File: src/rtl/spi_fifo_pkg.sv
package spi_fifo_pkg;

    typedef enum logic [2:0] {
        SEL_CTRL = 3'd0,
        SEL_IEN  = 3'd1,
        SEL_STAT = 3'd2,
        SEL_BYTE = 3'd3,
        SEL_WORD = 3'd4
    } reg_sel_e;

    typedef enum logic {
        RXW_EMPTY = 1'b0,
        RXW_HELD  = 1'b1
    } rx_watch_e;

    localparam int EV_W    = 6;
    localparam int STICKY_W = 3;
    localparam int STAT_W  = 9;

endpackage

File: src/rtl/sfp_fifo.sv
module sfp_fifo #(
    parameter  int DEPTH = 16,
    parameter  int LANES = 4,
    localparam int AW    = $clog2(DEPTH),
    localparam int CW    = $clog2(DEPTH + 1),
    localparam int NW    = $clog2(LANES + 1)
) (
    input  logic                 clk,
    input  logic                 rst_n,
    input  logic [NW-1:0]        push_n,
    input  logic [LANES*8-1:0]   push_data,
    input  logic [NW-1:0]        pop_n,
    output logic [LANES*8-1:0]   peek_data,
    output logic [CW-1:0]        count
);

    logic [7:0]    mem [DEPTH];
    logic [AW-1:0] wr_ptr;
    logic [AW-1:0] rd_ptr;

    always_ff @(posedge clk) begin
        for (int i = 0; i < LANES; i++) begin
            if (NW'(i) < push_n) begin
                mem[wr_ptr + AW'(i)] <= push_data[i*8 +: 8];
            end
        end
    end

    always_ff @(posedge clk) begin
        if (!rst_n) begin
            wr_ptr <= '0;
            rd_ptr <= '0;
            count  <= '0;
        end else begin
            wr_ptr <= wr_ptr + AW'(push_n);
            rd_ptr <= rd_ptr + AW'(pop_n);
            count  <= count + CW'(push_n) - CW'(pop_n);
        end
    end

    always_comb begin
        for (int i = 0; i < LANES; i++) begin
            peek_data[i*8 +: 8] = mem[rd_ptr + AW'(i)];
        end
    end

    // callers never push past capacity
    a_r2_no_overflow: assert property (@(posedge clk) disable iff (!rst_n)
        (int'(count) + int'(push_n) - int'(pop_n)) <= DEPTH);

    // callers never pop more than is held
    a_r3_no_underflow: assert property (@(posedge clk) disable iff (!rst_n)
        int'(pop_n) <= int'(count));

endmodule

File: src/rtl/sfp_status.sv
module sfp_status
    import spi_fifo_pkg::*;
(
    input  logic                clk,
    input  logic                rst_n,
    input  logic                tx_done_i,
    input  logic                rx_done_i,
    input  logic                rx_nonempty_i,
    input  logic [STICKY_W-1:0] clr_i,
    input  logic                tx_space_i,
    input  logic                rx_empty_i,
    input  logic                tx_full_i,
    input  logic [EV_W-1:0]     ien_i,
    output logic [EV_W-1:0]     status_o,
    output logic                irq_o
);

    rx_watch_e           state_q;
    rx_watch_e           state_d;
    logic                arrival;
    logic [STICKY_W-1:0] sticky_q;
    logic [STICKY_W-1:0] set_v;

    // state register
    always_ff @(posedge clk) begin
        if (!rst_n) begin
            state_q <= RXW_EMPTY;
        end else begin
            state_q <= state_d;
        end
    end

    // next state and outputs
    always_comb begin
        state_d = state_q;
        arrival = 1'b0;
        unique case (state_q)
            RXW_EMPTY: begin
                if (rx_nonempty_i) begin
                    state_d = RXW_HELD;
                    arrival = 1'b1;
                end
            end
            RXW_HELD: begin
                if (!rx_nonempty_i) begin
                    state_d = RXW_EMPTY;
                end
            end
            default: state_d = RXW_EMPTY;
        endcase
    end

    assign set_v = {arrival, rx_done_i, tx_done_i};

    always_ff @(posedge clk) begin
        if (!rst_n) begin
            sticky_q <= '0;
        end else begin
            sticky_q <= set_v | (sticky_q & ~clr_i);
        end
    end

    assign status_o = {tx_full_i, rx_empty_i, tx_space_i, sticky_q};
    assign irq_o    = |(status_o & ien_i);

    // a set done bit survives any cycle without a clear on its position
    a_r8_sticky_hold: assert property (@(posedge clk) disable iff (!rst_n)
        (sticky_q[0] && !clr_i[0]) |=> sticky_q[0]);

    // a done pulse always leaves its bit set, even against a clear
    a_r8_set_wins: assert property (@(posedge clk) disable iff (!rst_n)
        rx_done_i |=> sticky_q[1]);

    // first byte into an empty receive FIFO flags arrival on the next cycle
    a_r9_arrival: assert property (@(posedge clk) disable iff (!rst_n)
        (state_q == RXW_EMPTY && rx_nonempty_i) |=> sticky_q[2]);

endmodule

File: src/rtl/spi_fifo_port.sv
module spi_fifo_port
    import spi_fifo_pkg::*;
#(
    parameter  int DEPTH = 16,
    parameter  int LANES = 4,
    localparam int DW    = LANES * 8,
    localparam int CW    = $clog2(DEPTH + 1),
    localparam int NW    = $clog2(LANES + 1)
) (
    input  logic          clk,
    input  logic          rst_n,
    input  logic          bus_wr,
    input  logic          bus_rd,
    input  logic [2:0]    bus_addr,
    input  logic [DW-1:0] bus_wdata,
    output logic [DW-1:0] bus_rdata,
    output logic [7:0]    tx_byte,
    output logic          tx_valid,
    input  logic          tx_ready,
    input  logic [7:0]    rx_byte,
    input  logic          rx_valid,
    output logic          rx_ready,
    input  logic          eng_tx_done,
    input  logic          eng_rx_done,
    input  logic          eng_idle,
    output logic          irq
);

    logic                word_mode;
    logic [EV_W-1:0]     ien;
    logic [EV_W-1:0]     ev_status;
    logic [STAT_W-1:0]   status_word;
    logic [STICKY_W-1:0] clr_mask;

    logic [CW-1:0] tx_cnt;
    logic [CW-1:0] rx_cnt;
    logic [CW-1:0] tx_free;
    logic [DW-1:0] tx_peek;
    logic [DW-1:0] rx_peek;
    logic [DW-1:0] tx_lanes;
    logic [NW-1:0] tx_push_n;
    logic [NW-1:0] tx_pop_n;
    logic [NW-1:0] rx_push_n;
    logic [NW-1:0] rx_pop_n;

    logic hit_ctrl, hit_ien, hit_stat, hit_byte, hit_word;
    logic byte_wr_ok, word_wr_ok, byte_rd_ok, word_rd_ok;
    logic tx_full_f, rx_empty_f;

    always_comb begin
        hit_ctrl = (bus_addr == SEL_CTRL);
        hit_ien  = (bus_addr == SEL_IEN);
        hit_stat = (bus_addr == SEL_STAT);
        hit_byte = (bus_addr == SEL_BYTE);
        hit_word = (bus_addr == SEL_WORD);
    end

    // level flags, thresholds picked by the mode bit
    always_comb begin
        tx_free    = CW'(DEPTH) - tx_cnt;
        tx_full_f  = word_mode ? (tx_free < CW'(LANES)) : (tx_free == '0);
        rx_empty_f = word_mode ? (rx_cnt < CW'(LANES)) : (rx_cnt == '0);
    end

    // transmit side
    always_comb begin
        byte_wr_ok = bus_wr && hit_byte && (tx_free != '0);
        word_wr_ok = bus_wr && hit_word && word_mode && (tx_free >= CW'(LANES));
        tx_push_n  = word_wr_ok ? NW'(LANES) : (byte_wr_ok ? NW'(1) : '0);
        tx_lanes   = word_wr_ok ? bus_wdata : {{(DW-8){1'b0}}, bus_wdata[7:0]};
        tx_valid   = (tx_cnt != '0);
        tx_byte    = tx_peek[7:0];
        tx_pop_n   = (tx_valid && tx_ready) ? NW'(1) : '0;
    end

    // receive side
    always_comb begin
        rx_ready   = (rx_cnt != CW'(DEPTH));
        rx_push_n  = (rx_valid && rx_ready) ? NW'(1) : '0;
        byte_rd_ok = bus_rd && hit_byte && (rx_cnt != '0);
        word_rd_ok = bus_rd && hit_word && word_mode && (rx_cnt >= CW'(LANES));
        rx_pop_n   = word_rd_ok ? NW'(LANES) : (byte_rd_ok ? NW'(1) : '0);
    end

    sfp_fifo #(.DEPTH(DEPTH), .LANES(LANES)) u_tx_fifo (
        .clk       (clk),
        .rst_n     (rst_n),
        .push_n    (tx_push_n),
        .push_data (tx_lanes),
        .pop_n     (tx_pop_n),
        .peek_data (tx_peek),
        .count     (tx_cnt)
    );

    sfp_fifo #(.DEPTH(DEPTH), .LANES(LANES)) u_rx_fifo (
        .clk       (clk),
        .rst_n     (rst_n),
        .push_n    (rx_push_n),
        .push_data ({{(DW-8){1'b0}}, rx_byte}),
        .pop_n     (rx_pop_n),
        .peek_data (rx_peek),
        .count     (rx_cnt)
    );

    // configuration registers
    always_ff @(posedge clk) begin
        if (!rst_n) begin
            word_mode <= 1'b0;
            ien       <= '0;
        end else if (bus_wr) begin
            if (hit_ctrl) word_mode <= bus_wdata[0];
            if (hit_ien)  ien       <= bus_wdata[EV_W-1:0];
        end
    end

    assign clr_mask = (bus_wr && hit_stat) ? bus_wdata[STICKY_W-1:0] : '0;

    sfp_status u_status (
        .clk           (clk),
        .rst_n         (rst_n),
        .tx_done_i     (eng_tx_done),
        .rx_done_i     (eng_rx_done),
        .rx_nonempty_i (rx_cnt != '0),
        .clr_i         (clr_mask),
        .tx_space_i    (!tx_full_f),
        .rx_empty_i    (rx_empty_f),
        .tx_full_i     (tx_full_f),
        .ien_i         (ien),
        .status_o      (ev_status),
        .irq_o         (irq)
    );

    assign status_word = {word_mode, eng_idle, 1'b0, ev_status};

    // read mux
    always_comb begin
        bus_rdata = '0;
        if (bus_rd) begin
            if (hit_ctrl) bus_rdata = DW'(word_mode);
            if (hit_ien)  bus_rdata = DW'(ien);
            if (hit_stat) bus_rdata = DW'(status_word);
            if (byte_rd_ok) bus_rdata = {{(DW-8){1'b0}}, rx_peek[7:0]};
            if (word_rd_ok) bus_rdata = rx_peek;
        end
    end

    // word port is inert in byte mode
    a_r6_word_inert: assert property (@(posedge clk) disable iff (!rst_n)
        (bus_rd && hit_word && !word_mode) |-> (bus_rdata == '0));

    // an empty receive FIFO reads as zero on the byte port
    a_r3_empty_zero: assert property (@(posedge clk) disable iff (!rst_n)
        (bus_rd && hit_byte && rx_cnt == '0) |-> (bus_rdata == '0));

    // the engine never sees valid data from an empty transmit FIFO
    a_r2_valid_after_write: assert property (@(posedge clk) disable iff (!rst_n)
        (tx_cnt == '0 && !bus_wr) |=> !tx_valid);

endmodule

File: config.mk
export PLATFORM = sky130hd
export DESIGN_NAME = spi_fifo_port
export DESIGN_NICKNAME = d
export VERILOG_FILES = /design/src/rtl/spi_fifo_pkg.sv /design/src/rtl/sfp_fifo.sv /design/src/rtl/sfp_status.sv /design/src/rtl/spi_fifo_port.sv
export SDC_FILE = /design/constraint.sdc
export NUM_CORES = 1
export LEC_CHECK = 0
export BUFFER_PORTS_ARGS = -buffer_cell sky130_fd_sc_hd__buf_4
export CAP_MARGIN = 10
export CORE_MARGIN = 3
export CORE_UTILIZATION = 40
export DETAILED_ROUTE_END_ITERATION = 10
export SYNTH_ARGS = -nofsm -noshare
export SYNTH_HDL_FRONTEND = slang
export SYNTH_HIERARCHICAL = 1
export SYNTH_SLANG_ARGS = --single-unit
File: constraint.sdc
create_clock -name clk -period 11.6 [get_ports clk]
set_clock_uncertainty 0.15 [all_clocks]
set_input_delay 0.58 -clock clk [delete_from_list [all_inputs] [get_ports clk]]
set_output_delay 0.58 -clock clk [all_outputs]
set_load 0.1 [all_outputs]
==> results of run 1 <==
state kept, by name, summed over array words and instances (netlist names):
name / count
ien: 6
u_rx_fifo/count: 5
u_rx_fifo/mem: 128
u_rx_fifo/rd_ptr: 4
u_rx_fifo/wr_ptr: 4
u_status/state_q: 1
u_status/sticky_q: 3
u_tx_fifo/count: 5
u_tx_fifo/mem: 128
u_tx_fifo/rd_ptr: 4
u_tx_fifo/wr_ptr: 4
word_mode: 1
final timing paths:
check | start | endpoint | slack, ns
worst max-delay path | u_rx_fifo/rd_ptr[1] | bus_rdata[15] | 5.79
worst min-delay path | eng_rx_done | u_status/sticky_q[1] | 0.06
worst max register to register | u_tx_fifo/count[3] | u_tx_fifo/mem[8][0] | 6.21
worst min register to register | u_status/state_q | u_status/sticky_q[2] | 0.37
cells in the final DEF, fill, tap and decap left out, types with 19 or more instances in the layout:
cell type / instances
edfxtp_1: 256
o21ai_0: 192
nor2_1: 113
mux2_2: 67
nor3b_4: 23
mux4_2: 154
and2_1: 45
o22ai_1: 160
a211oi_1: 33
nor3_1: 29
nand3_1: 137
a31oi_1: 73
buf_4: 136
dfxtp_1: 34
and3_1: 81
nand4_1: 25
a21oi_1: 82
nand2_1: 442
clkbuf_16: 41
nor2b_1: 43
ha_1: 31
conb_1: 172
mux2i_1: 85
a21o_1: 24
and2_4: 19
o31ai_1: 32
inv_1: 39
area by class of cell:
cell class | count | area share
multi-input combinational | 2252 | 0.5752
sequential | 293 | 0.2999
clock buffer | 52 | 0.03865
tap | 837 | 0.03722
timing repair buffer | 139 | 0.03714
clock inverter | 16 | 0.006538
inverter | 40 | 0.005337
power groups by stage:
stage                     clock (mW)  combinational [mW]  sequential [mW]
after detailed placement           0                2.02             1.66
after global routing            1.29                2.24             1.67
after floorplan                    0                1.57             1.48
after CTS                       1.24                2.03             1.64
after global placement             0                1.99             1.65
final                           1.23                2.14             1.66
critical path, stage by stage (launching register included):
cell and delay [ns]:
dfxtp_4 0.99, clkinv_1 0.57, ha_1 0.96, buf_4 0.51, mux4_2 0.37, nor2b_1 0.14
a211oi_1 0.42, a21oi_1 0.09, and2_4 0.18, buf_4 0.22
per-layer routing:
metal	GRT usage	part of all wire	routed length, um	vias to the layer above
li1	-	-	-	10180
met1	0.4447	0.40	42770	11710
met2	0.4411	0.41	43780	1775
met3	0.1071	0.15	15850	262
met4	0.09281	0.034	3556	2
met5	0	0.00010	11	-
==> flow_metrics.tcl, run 1 <==
set metrics [dict create \
    fill_cells 5849 \
    grt_start_max_net_pins 62 \
    hold_path_class "in -> reg" \
    multi_input_area_um2 16180 \
    grt_pass1_vias 21650 \
    seqPwrFrac 0.330 \
    finalHoldViolCount 0 \
    p_leak_nw 10.32 \
    cts_max_level 2 \
    num_rows 91 \
    arrival_ns 5.08 \
    clock-sinks 293 \
    start_kind "register" \
    worstMarginPinSlew_ns 2.463 \
    ir_worst_vdd_mv 0.1152 \
    dieArea_um2 65540 \
    wl_per_cell_um 29.20 \
    hold_path_depth 2 \
    syn_to_final_growth_pct 12.53 \
    crit_required_ns 10.87 \
    io_pins 95 \
    setup_slack_ns 5.792 \
    cts_buffers 38 \
    maxSlewHeadroom -0.6482 \
    antenna_found_initial 4 \
    yosysWarningCount 6 \
    clk_latency_ns 0.58 \
    syn_area_um2 25000 \
    dpl.hpwl_um 72940 \
    cp-end-kind "output pin" \
    ctsHoldBuffers 0 \
    clockRootBuffer "clkbuf_16" \
    viasPerCell 6.595 \
    cts_tree "yes" \
    maxCapViolCount 0 \
    path_clk_slew_ns 0.06 \
    vias 23930 \
    design_area_um2 28130 \
    finalMaxSlewViolations 51 \
    path_class "reg -> out" \
    pwr-share-comb 0.426 \
    grt_usage 0.3102 \
    dpl.cell_count 3559 \
    grt_setup_unrepaired "false" \
    finalSetupViolations 0 \
    layout.cells.non_filler 3629 \
    die_x_um 256 \
    fin_setup_tns_ns 0 \
    antenna_cells 0 \
    routed_wl_um 106000 \
    gr-total-overflow 0 \
    clkPwrFrac 0.244 \
    violations "max-slew violations" \
    crit_path_max_fanout 61 \
    final_net_count 2857 \
    port_buffers 94 \
    worstRegToRegCells 11 \
    syn_area_per_cell_um2 9.367 \
    hold_slack_ns 0.05716 \
    p_switching_mw 2.115 \
    dr.pass1.iters 7 \
    power_density_nw_per_um2 178.7 \
    initial_core_util 0.4044 \
    placed_area_um2 26850 \
    place_congestion 1.010 \
    seq_area_um2 8437 \
    finalPower_mw 5.028 \
    p_int_mw 2.913 \
    utilization 0.4550 \
    synthCells 2669 \
    postCtsSetupRepairBufs 0 \
    status "finished with violations" \
    cts_buffer_depth 3 \
    max_clock_freq_ghz 0.1722 \
    place_ws_ns 6.384 \
    die_h_um 256 \
    ant_nets 0 \
    ctsResizeCount 0 \
    drt_first_iter_violations 3957 \
    fin_crit_ns 5.808 \
    period_share 0.5007 \
    p_sw_frac 0.4207 \
    drc 0 \
    core_um2 61830 \
    drive_gt1_frac 0.1755 \
    grt_first_pass_wirelength_um 151900 \
]
Power figures use the tool's default switching activity.
==> inputs of run 2 (changes only) <==
Clock period 11.6 ns to 5.4 ns, I/O delays scaled along.
==> run 2 against run 1 <==
Effect of this change:
- the flow still finishes with violations (max-slew violations)
- cell count about the same
- first-iteration DRC count up 11%
- hold slack worse by 0.042 ns
- sequential power up 110%
- non-clock buffer count up 5
- clock power up 100%
- total power up 110%
- global-route usage down 0.51 points
- critical path type unchanged
==> flow_metrics.tcl, run 2 (same netlist as run 1, synthesis figures left out) <==
set metrics [dict create \
    status "finished with violations" \
    violations "max-slew violations" \
    dpl.hpwl_um 73010 \
    num_rows 91 \
    arrival_ns 4.32 \
    vias 23950 \
    dr.pass1.iters 6 \
    core_um2 61830 \
    clockRootBuffer "clkbuf_16" \
    crit_required_ns 4.98 \
    ant_nets 0 \
    place_ws_ns 1.285 \
    design_area_um2 28090 \
    syn_to_final_growth_pct 12.36 \
    fin_crit_ns 4.738 \
    finalHoldViolCount 0 \
    worstMarginPinSlew_ns 2.517 \
    finalSetupViolations 0 \
    initial_core_util 0.4044 \
    drive_gt1_frac 0.1754 \
    power_density_nw_per_um2 379.9 \
    period_share 0.8774 \
    cp-end-kind "output pin" \
    routed_wl_um 103700 \
    dieArea_um2 65540 \
    grt_first_pass_wirelength_um 150400 \
    port_buffers 94 \
    drc 0 \
    maxSlewHeadroom -0.6843 \
    p_leak_nw 10.29 \
    grt_setup_unrepaired "false" \
    gr-total-overflow 0 \
    ir_worst_vdd_mv 0.2390 \
    most-common-layout-cells "nand2_1, edfxtp_1, o21ai_0" \
    grt_usage 0.3051 \
    maxCapViolCount 0 \
    utilization 0.4543 \
    cts_max_level 2 \
    max_clock_freq_ghz 0.2111 \
    path_clk_slew_ns 0.06 \
    path_class "reg -> out" \
    final_net_count 2860 \
    clk_latency_ns 0.56 \
    worstRegToRegCells 11 \
    regToRegSetupSlack_ns 1.13 \
    setup_slack_ns 0.6618 \
    die_h_um 256 \
    layout_commonest_cell "nand2_1" \
    reg.largest.list "u_rx_fifo/mem x128, u_tx_fifo/mem x128, ien x6" \
    postCtsSetupRepairBufs 0 \
    die_x_um 256 \
    wl_per_cell_um 28.56 \
    hold_slack_ns 0.01545 \
    antenna_found_initial 6 \
    io_pins 95 \
    place_congestion 0.9808 \
    dpl.cell_count 3563 \
    finalMaxSlewViolations 51 \
    cts_buffers 36 \
    fin_setup_tns_ns 0 \
    placed_area_um2 26860 \
    drt_first_iter_violations 4384 \
    hold_path_class "in -> reg" \
    crit_path_max_fanout 44 \
    grt_start_max_net_pins 67 \
    layout.cells.non_filler 3632 \
    start_kind "register" \
    clock-sinks 293 \
    cts_tree "yes" \
    finalPower_mw 10.67 \
    grt_pass1_vias 22020 \
    cts_buffer_depth 3 \
    hold_path_depth 2 \
    viasPerCell 6.595 \
]
-- run 2: cell count changes in the layout (fill, tap and decap cells not counted), sizes merged, moves of 2 or more --
| cell | before | now |
|---|---|---|
| clkbuf | 53 | 44 |
| buf | 138 | 141 |
| clkinv | 9 | 12 |
| dlygate4sd3 | 0 | 3 |
| bufinv | 3 | 5 |
| clkinvlp | 1 | 3 |
| inv | 43 | 41 |
-- run 2: final timing paths --
check	start	end
setup / recovery	u_rx_fifo/rd_ptr[1]	bus_rdata[10]
hold / removal	rst_n	u_rx_fifo/wr_ptr[0]
hold reg to reg	u_status/sticky_q[2]	u_status/sticky_q[2]
setup reg to reg	u_tx_fifo/count[3]	u_tx_fifo/mem[2][3]
-- run 2: critical path, stage by stage (launching register included) --
cell,delay [ns]
dfxtp_4,0.64
clkinv_1,0.48
ha_1,0.55
buf_4,0.50
mux4_2,0.38
nor2b_1,0.14
a211oi_1,0.51
a21oi_1,0.11
and2_4,0.19
buf_4,0.22
-- run 2: what timing repair did --
action                                 4_1_cts  5_1_grt
hold buffers                                 3        0
resized for setup                            0        0
endpoints found under the hold margin        3        0
-- run 2: power by group --
part / internal, mW / total (mW) / switching [mW] / leakage (nW)
Combinational: 1.71 / 4.63 / 2.93 / 7.05
Clock: 1.49 / 2.50 / 1.01 / 0.578
Sequential: 2.99 / 3.54 / 0.542 / 2.66
Total: 6.19 / 10.7 / 4.48 / 10.3
-- run 2: area by class of cell --
cell class,count,area (um2)
antenna,1,2.502
fill,5863,33740
clock inverter,21,252.7
multi-input combinational,2252,16170
timing repair buffer,144,1089
clock buffer,44,940.9
inverter,40,150.1
sequential,293,8437
tap,837,1047
-- run 2: metal layers --
| metal | GRT usage | vias to the layer above | share of wire |
|---|---|---|---|
| met5 | 0 | - | 0.00046 |
| met4 | 0.1148 | 8 | 0.042 |
| met3 | 0.1106 | 314 | 0.15 |
| met2 | 0.4277 | 1907 | 0.41 |
| met1 | 0.4296 | 11530 | 0.40 |
| li1 | - | 10190 | - |
